## config.mk

```make
export PLATFORM = sky130hd
export DESIGN_NAME = cfg_logic_array
export DESIGN_NICKNAME = d
export VERILOG_FILES = /design/src/rtl/cfg_array_pkg.sv /design/src/rtl/cfg_array_ctrl.sv /design/src/rtl/cfg_array_store.sv /design/src/rtl/cfg_array_planes.sv /design/src/rtl/cfg_logic_array.sv
export SDC_FILE = /design/constraint.sdc
export NUM_CORES = 1
export LEC_CHECK = 0
export BUFFER_PORTS_ARGS = -buffer_cell sky130_fd_sc_hd__clkbuf_2
export CAP_MARGIN = 30
export CORE_AREA = 5 5 80 82
export DETAILED_ROUTE_END_ITERATION = 12
export DIE_AREA = 0 0 85 87
export HOLD_SLACK_MARGIN = 0.15
export PLACE_DENSITY = 0.76
export RECOVER_POWER = 100
export SYNTH_ARGS = -nofsm -noshare
export SYNTH_HDL_FRONTEND = slang
export SYNTH_SLANG_ARGS = --single-unit
```

## constraint.sdc

```tcl
create_clock -name clk -period 1.55 [get_ports clk]
set_clock_uncertainty 0.15 [all_clocks]
set_input_delay 0.2325 -clock clk [delete_from_list [all_inputs] [get_ports clk]]
set_output_delay 0.2325 -clock clk [all_outputs]
set_load 0.02 [all_outputs]
```

## src/rtl/cfg_array_pkg.sv

```systemverilog
package cfg_array_pkg;

  localparam int DEF_NUM_IN   = 4;
  localparam int DEF_NUM_OUT  = 2;
  localparam int DEF_NUM_ROWS = 4;

  // Strobes handed from control to the configuration datapath
  typedef struct packed {
    logic shift;
    logic commit;
  } cfgStrobe_t;

endpackage

```

## src/rtl/cfg_array_ctrl.sv

```systemverilog
module cfg_array_ctrl
  import cfg_array_pkg::*;
(
  input  logic       shiftReq,
  input  logic       commitReq,
  output cfgStrobe_t strobe
);

  always_comb begin
    strobe.shift  = shiftReq;
    strobe.commit = commitReq;
  end

endmodule

```

## src/rtl/cfg_array_store.sv

```systemverilog
module cfg_array_store
  import cfg_array_pkg::*;
#(
  parameter int CFG_BITS = 40
) (
  input  logic                clk,
  input  logic                rstN,
  input  logic                serialIn,
  input  cfgStrobe_t          strobe,
  output logic [CFG_BITS-1:0] activeCfg
);

  logic [CFG_BITS-1:0] stageQ;
  logic [CFG_BITS-1:0] shadowQ;

  // Staging register, MSB-first serial fill
  always_ff @(posedge clk or negedge rstN) begin
    if (!rstN)
      stageQ <= '0;
    else if (strobe.shift)
      stageQ <= {stageQ[CFG_BITS-2:0], serialIn};
  end

  // Active register: atomic copy of the pre-edge staging contents
  always_ff @(posedge clk or negedge rstN) begin
    if (!rstN)
      shadowQ <= '0;
    else if (strobe.commit)
      shadowQ <= stageQ;
  end

  assign activeCfg = shadowQ;


  reset_clear_chk: assert property (@(posedge clk) !rstN |=> shadowQ == '0);


  shift_entry_chk: assert property (@(posedge clk) disable iff (!rstN)
    strobe.shift |=> stageQ[0] == $past(serialIn));


  shift_move_chk: assert property (@(posedge clk) disable iff (!rstN)
    strobe.shift |=> stageQ[CFG_BITS-1:1] == $past(stageQ[CFG_BITS-2:0]));


  shadow_hold_chk: assert property (@(posedge clk) disable iff (!rstN)
    !strobe.commit |=> $stable(shadowQ));


  commit_copy_chk: assert property (@(posedge clk) disable iff (!rstN)
    strobe.commit |=> shadowQ == $past(stageQ));

endmodule

```

## src/rtl/cfg_array_planes.sv

```systemverilog
module cfg_array_planes #(
  parameter int NUM_IN   = 4,
  parameter int NUM_OUT  = 2,
  parameter int NUM_ROWS = 4,
  localparam int ROW_BITS = 2 * NUM_IN + NUM_OUT,
  localparam int CFG_BITS = ROW_BITS * NUM_ROWS
) (
  input  logic [CFG_BITS-1:0] cfgWord,
  input  logic [NUM_IN-1:0]   dataIn,
  output logic [NUM_OUT-1:0]  dataOut
);

  logic [NUM_IN-1:0]   trueSw [NUM_ROWS];
  logic [NUM_IN-1:0]   compSw [NUM_ROWS];
  logic [NUM_OUT-1:0]  orSel  [NUM_ROWS];
  logic [NUM_ROWS-1:0] prodTerm;

  // Field decode: row 0 at the top, per input true then complement, then selects
  always_comb begin
    for (int r = 0; r < NUM_ROWS; r++) begin
      for (int i = 0; i < NUM_IN; i++) begin
        trueSw[r][i] = cfgWord[CFG_BITS-1 - r*ROW_BITS - 2*i];
        compSw[r][i] = cfgWord[CFG_BITS-2 - r*ROW_BITS - 2*i];
      end
      for (int j = 0; j < NUM_OUT; j++)
        orSel[r][j] = cfgWord[CFG_BITS-1 - r*ROW_BITS - 2*NUM_IN - j];
    end
  end

  // AND plane: an empty row is forced low
  always_comb begin
    for (int r = 0; r < NUM_ROWS; r++) begin
      prodTerm[r] = (|trueSw[r]) | (|compSw[r]);
      for (int i = 0; i < NUM_IN; i++) begin
        if (trueSw[r][i] && !dataIn[i]) prodTerm[r] = 1'b0;
        if (compSw[r][i] &&  dataIn[i]) prodTerm[r] = 1'b0;
      end
    end
  end

  // OR plane
  always_comb begin
    for (int j = 0; j < NUM_OUT; j++) begin
      dataOut[j] = 1'b0;
      for (int r = 0; r < NUM_ROWS; r++)
        if (orSel[r][j]) dataOut[j] = dataOut[j] | prodTerm[r];
    end
  end

  always_comb begin
    for (int r = 0; r < NUM_ROWS; r++) begin

      if (trueSw[r] == '0 && compSw[r] == '0)
        empty_row_low_chk: assert (prodTerm[r] == 1'b0);

      if ((trueSw[r] & compSw[r]) != '0)
        conflict_row_low_chk: assert (prodTerm[r] == 1'b0);
    end
  end

endmodule

```

## src/rtl/cfg_logic_array.sv

```systemverilog
module cfg_logic_array
  import cfg_array_pkg::*;
#(
  parameter int NUM_IN   = DEF_NUM_IN,
  parameter int NUM_OUT  = DEF_NUM_OUT,
  parameter int NUM_ROWS = DEF_NUM_ROWS,
  localparam int ROW_BITS = 2 * NUM_IN + NUM_OUT,
  localparam int CFG_BITS = ROW_BITS * NUM_ROWS
) (
  input  logic               clk,
  input  logic               rstN,
  input  logic               cfgBit,
  input  logic               cfgShift,
  input  logic               cfgCommit,
  input  logic [NUM_IN-1:0]  dataIn,
  output logic [NUM_OUT-1:0] dataOut
);

  cfgStrobe_t          strobe;
  logic [CFG_BITS-1:0] activeCfg;

  cfg_array_ctrl uCtrl (
    .shiftReq  (cfgShift),
    .commitReq (cfgCommit),
    .strobe    (strobe)
  );

  cfg_array_store #(.CFG_BITS(CFG_BITS)) uStore (
    .clk       (clk),
    .rstN      (rstN),
    .serialIn  (cfgBit),
    .strobe    (strobe),
    .activeCfg (activeCfg)
  );

  cfg_array_planes #(
    .NUM_IN   (NUM_IN),
    .NUM_OUT  (NUM_OUT),
    .NUM_ROWS (NUM_ROWS)
  ) uPlanes (
    .cfgWord (activeCfg),
    .dataIn  (dataIn),
    .dataOut (dataOut)
  );

endmodule

```

# == Word level (Yosys, flattened, before mapping) ==
# Index checks and enable logic that the tools add are counted.
# word_totals
output_inout_bits,2
register_bits,80
word_cells,96
inputBits,9
# op_classes
bitwise_logic,10
muxes,40
n_reduce_logical,44
# ops
op,n
1-bit two-way mux,40
1-bit logical AND,32
4-bit OR reduction,8
1-bit OR,10
1-bit zero test,4

# == Depth between registers and ports, before layout ==
# depth
word_depth,17
depth_mapped,4
ltp_nobuf,4

# == Modules after synthesis ==
# A second synthesis with hierarchy kept.
# hier_totals
cells_unflattened,216
area_unflattened_um2,3331.9
# by_module_without_submodules
module,cells_per_inst,seq_area_each_um2,area_each_um2,n_inst
cfg_array_store,168,2001.9,2992.9,1
cfg_array_planes,46,0.0,324.1,1
cfg_array_ctrl,2,0.0,15.0,1

# == Worst setup path before layout ==
# OpenSTA, ideal clock, no wires.
# synth_timing
path_type,reg-to-output
startpoint,"register uStore.shadowQ[33], in the netlist uStore.activeCfg[33]"
endpoint,output dataOut[0]
stages_incl_launch_ff,5
t_arrival_ns,1.355
path_buffers,0
slack_ns,-0.187
t_required_ns,1.167
path_cell_list,dfrtp_1 -> mux2_4 -> a211oi_2 -> nand4_1 -> o2111ai_1
# synth_between
elab_chain_cells,17
elab_cells_between_ends,18
classes_between,12 x mux; 4 x bitwise; 2 x reduce/logical
# synth_lines
item,line,text
"start, declared",cfg_array_store.sv:14,logic [CFG_BITS-1:0] shadowQ;
"start signal, assigned",cfg_array_store.sv:29,shadowQ <= stageQ;
4-bit OR reduction,cfg_array_planes.sv:33,prodTerm[r] = (|trueSw[r]) | (|compSw[r]);
1-bit OR,cfg_array_planes.sv:33,
1-bit two-way mux,cfg_array_planes.sv:35,if (trueSw[r][i] && !dataIn[i]) prodTerm[r] = 1'b0;
1-bit two-way mux,cfg_array_planes.sv:36,if (compSw[r][i] && dataIn[i]) prodTerm[r] = 1'b0;
1-bit two-way mux,cfg_array_planes.sv:35,
1-bit two-way mux,cfg_array_planes.sv:36,
1-bit two-way mux,cfg_array_planes.sv:35,
1-bit two-way mux,cfg_array_planes.sv:36,
1-bit two-way mux *,cfg_array_planes.sv:35,
1-bit two-way mux *,cfg_array_planes.sv:36,
1-bit two-way mux *,cfg_array_planes.sv:46,if (orSel[r][j]) dataOut[j] = dataOut[j] | prodTerm[r];
1-bit OR,cfg_array_planes.sv:46,
1-bit two-way mux *,cfg_array_planes.sv:46,
1-bit OR,cfg_array_planes.sv:46,
1-bit two-way mux *,cfg_array_planes.sv:46,
1-bit OR,cfg_array_planes.sv:46,
1-bit two-way mux *,cfg_array_planes.sv:46,
"end, declared",cfg_logic_array.sv:16,output logic [NUM_OUT-1:0] dataOut
# Mark *: on every way between the ends. The rest lies on a longest branch, timed or not.

# == Final worst setup path ==
# layout_timing
startpoint,"register uStore.shadowQ[33], in the netlist uStore.activeCfg[33]"
endpoint,output dataOut[1]
# Same word-level chain as after synthesis.

==> impl.org <==
** Power
- Worst VDD drop :: 1.23 mV
- The analysis attributes to cell leakage a power of 1.76 nW.
- Post-route total power :: 0.00659 W
- Total power divided by cell area :: 1730 nW/um2

** Finish
- The number of antenna diodes in the final layout is 0.
- Of the cells placed in the final design, the portion with a size suffix greater than 1 is 51.4%.
- With fillers left out, the area of the finished cells amounts to 3820 um2.
- From synthesis to final layout, the design area changed by 17.0%.
- After the last flow step, the layout net total stands at 255.
- Number of fillers in the final layout :: 418

** Timing
- Post-route setup slack :: -575 ps
- Worst slew margin relative to its limit :: 53.8%
- At the pin with the least slew margin, the transition time is 693 ps.
- RSZ-0062 raised after global routing :: true
- The final critical path takes up 137% of the cycle.
- The final-report max-slew violation count is 0.
- Setup violations remaining at the end of the flow were counted as 2.
- Upper clock frequency limit :: 471 MHz
- After layout, the minimum clock period comes to 2120 ps.
- Hold violation total from the final report :: 0

** Synth
- Of all cell types, the one taking the most synthesized area is sky130_fd_sc_hd__dfrtp_1.
- By area the synthesized netlist is led by sky130_fd_sc_hd__dfrtp_1 (61%), sky130_fd_sc_hd__mux2_2 (27%), sky130_fd_sc_hd__nor4_1 (1.5%).
- Syn Std Cell Area :: 3270 um2
- Among all flip-flop cells after synthesis, the most frequent one is sky130_fd_sc_hd__dfrtp_1.
- Cell count after synthesis :: 217
- Fraction of synthesized cell area taken by the top area cell type :: 61.3%
- Number of synthesized flops with an enable pin :: 0
- For this run, asynchronously set or reset flops after synthesis account for 100%.
- Post-Syn Area per Cell :: 15.1 um2
- Warning count from the yosys run :: 0
- Count of different cell masters after synthesis :: 20
- Flops & latches, synth :: 80
- Post-Synthesis Net Count :: 226
- Sequential area share after synthesis :: 61.3%

** Clock network
- The clock net in this run drives a total of 80 sinks.
- The H-tree was split into 3 levels.
- Number of buffers inserted during clock tree synthesis :: 9
- TritonCTS built the clock tree.
- Clock-pin slew on the worst setup and hold paths :: 80 ps
- After clock tree synthesis, the setup repair step added 0 buffers.
- Maximum buffer depth of the clock tree :: 2
- Clk root buf :: sky130_fd_sc_hd__clkbuf_8
- Insertion delay to the later sink of the worst-skew pair :: 340 ps

** Die
- Core footprint :: 5680 um2
- Full die area :: 7400 um2
- Die Width :: 85 um
- The initial utilization of the core area, before any placement, comes to 57.6%.
- Floorplan die height :: 87 um
- After floorplanning, the core was divided into 28 placement rows.
- 11 I/O pins were placed.

** Setup path
- Counting both buffers and inverters, the worst setup path holds a total of 1.
- Data arrival time at the worst-slack endpoint :: 1740 ps
- Crit path required time :: 1170 ps
- Slowest cell delay on critical path :: 390 ps
- The largest individual stage delay along the critical path comes from the cell sky130_fd_sc_hd__dfrtp_1.
- The kind of cell with the highest combined delay along the critical path is flip-flops.
- Worst Reg-to-Reg Cells :: 2
- The worst setup path is of the flip-flop to primary output kind.
- Crit path max fanout :: 2
- In this run the register-to-register setup slack is 500 ps.
- Nature of the critical path startpoint :: flip-flop
- Ordered cell list for the critical path :: mux2_4 > a211oi_2 > nand4_1 > o2111ai_2 > clkbuf_8
- Worst r2r src :: uStore.activeCfg[28]$_DFFE_PN0P_
- The worst register-to-register path ends at uStore.activeCfg[28]$_DFFE_PN0P_.
- The worst setup path is captured at a primary output.

** Place
- Routability-driven placement finished with a final weighted congestion of 0.790.
- After legalization and detailed placement, the total HPWL measured 3.89 mm.
- Placed Area :: 3540 um2
- Buffers placed on the I/O ports in this run total 10.

** Routing
- Count of antenna-violating nets left after detailed routing :: 0
- Dividing the detail-routed wire length by the instance count gives 18.0 um.
- Via density :: 5.71
- The final route contains 1863 vias.
- For this run, design rule violations remaining after detail routing come to 0.
- Number of detailed-routing iterations run before antenna repair :: 4
- After the first detailed-routing iteration, the DRC count stood at 124.
- Routed Wire Length :: 5.85 mm

** Global routing
- Number of antenna violations at the first check in global routing :: 0
- The first global-routing pass estimated 10.2 mm of wire.
- Global routing finished with a remaining overflow of 0.
- Maximum number of pins on one net before global-route repair :: 81
- In the global route stage, overall resource usage came out at 18.2%.
- Vias in the first global route :: 1986

** Min path
- Hold Path End :: uStore.stageQ[34]$_DFFE_PN0P_
- Startpoint of the worst hold path :: cfgShift
- The worst hold path passes through 2 cells.
- Worst Hold Class :: input pin to flip-flop

** Flow run
- Max-capacitance violation count :: 0

** Status
- The run finished, with violations left.
- The final reports fail on setup timing.
[synthesized netlist by cell type, types with 2 or more instances]
cell type and n:
sky130_fd_sc_hd__dfrtp_1 80, sky130_fd_sc_hd__mux2_2 78, sky130_fd_sc_hd__buf_2 8, sky130_fd_sc_hd__nor4_1 8, sky130_fd_sc_hd__nand4_1 7, sky130_fd_sc_hd__inv_1 6
sky130_fd_sc_hd__nand2_1 6, sky130_fd_sc_hd__a221oi_1 4, sky130_fd_sc_hd__a22o_1 3, sky130_fd_sc_hd__a22o_2 3, sky130_fd_sc_hd__a211oi_1 2, sky130_fd_sc_hd__mux2i_1 2
sky130_fd_sc_hd__o2111ai_1 2, sky130_fd_sc_hd__o21ai_0 2
[kinds of logic after synthesis]
family	count (synthesis)	share of synthesized area [%]
DFF	80	61.3
buffers and inverters	15	2.03
and+or+nand+nor	24	4.25
AOI/OAI and AO/OA	17	4.48
muxes	81	28.0
[area by class of cell]
type / count / area, um2 / share of cell area [%]
Clock buffer: 10 / 138 / 3.60
Clock inverter: 6 / 115 / 3.01
Inverter: 6 / 22.5 / 0.589
Multi-Input combinational cell: 122 / 1250 / 32.7
Sequential cell: 80 / 2000 / 52.4
Tap cell: 75 / 93.8 / 2.46
Timing Repair Buffer: 27 / 201 / 5.27
[per-stage QoR]
step | TNS, ps | worst slack (ps) | hold WS, ps | std cells | utilization [%]
2_1_floorplan | -211 | -106 | -213 | 217 | -
3_3_place_gp | -592 | -298 | 140 | 308 | 62.5
3_5_place_dp | -652 | -327 | 139 | 308 | 62.5
4_1_cts | -1230 | -625 | 190 | 326 | 67.9
5_1_grt | -1340 | -674 | 221 | 326 | 67.3
6_report | -1150 | -575 | 218 | 326 | 67.3
[routing by layer]
| layer | part of all wire, % | global-route usage (%) | vias up |
|---|---|---|---|
| li1 | - | - | 858 |
| met1 | 44 | 23.8 | 973 |
| met2 | 52 | 29.1 | 23 |
| met3 | 2.5 | 4.64 | 9 |
| met4 | 1.6 | 7.91 | 0 |
| met5 | 0 | 0 | - |
[worst register-to-register path: stages, from the launching register on]
cell,delay [ps]
sky130_fd_sc_hd__dfrtp_1,400
sky130_fd_sc_hd__clkbuf_1,130
sky130_fd_sc_hd__mux2_2,260
[timing repair]
action,4_1_cts,5_1_grt
hold buffers,2,0
resized for setup,7,3
setup endpoints to repair,2,2
pin swaps,3,4
endpoints found under the hold margin,81,0
[worst max-delay path by stage]
stage,startpoint,to,slack (ps),depth (start not counted)
6_report,uStore.activeCfg[33]$_DFFE_PN0P_,dataOut[1],-570,5
5_1_grt,uStore.activeCfg[33]$_DFFE_PN0P_,dataOut[0],-670,5
4_1_cts,uStore.activeCfg[32]$_DFFE_PN0P_,dataOut[0],-630,5
3_3_place_gp,dataIn[3],dataOut[1],-300,6
2_1_floorplan,uStore.activeCfg[33]$_DFFE_PN0P_,dataOut[0],-110,4
3_5_place_dp,dataIn[3],dataOut[0],-330,6
[registers in the layout (all words and copies together), names as in the netlist]
register and flops:
uStore.activeCfg 40, uStore.stageQ 40
[report_power, final]
part | switching (W) | internal, W | total, W
clock network | 0.000756 | 0.00112 | 0.00188
logic | 0.000541 | 0.000913 | 0.00145
registers | 0.000523 | 0.00274 | 0.00326
[placed cells by master (no fill, tap or decap), types with 4 or more instances in the layout]
cell                       count
sky130_fd_sc_hd__a221oi_2      4
sky130_fd_sc_hd__clkbuf_1      4
sky130_fd_sc_hd__clkbuf_2      8
sky130_fd_sc_hd__clkbuf_4      6
sky130_fd_sc_hd__clkbuf_8     12
sky130_fd_sc_hd__dfrtp_1      80
sky130_fd_sc_hd__inv_1         6
sky130_fd_sc_hd__mux2_2       78
sky130_fd_sc_hd__nand2_1       6
sky130_fd_sc_hd__nand4_1       7
sky130_fd_sc_hd__nor4_1        6
Note: power is estimated with default switching activity, not from simulation.
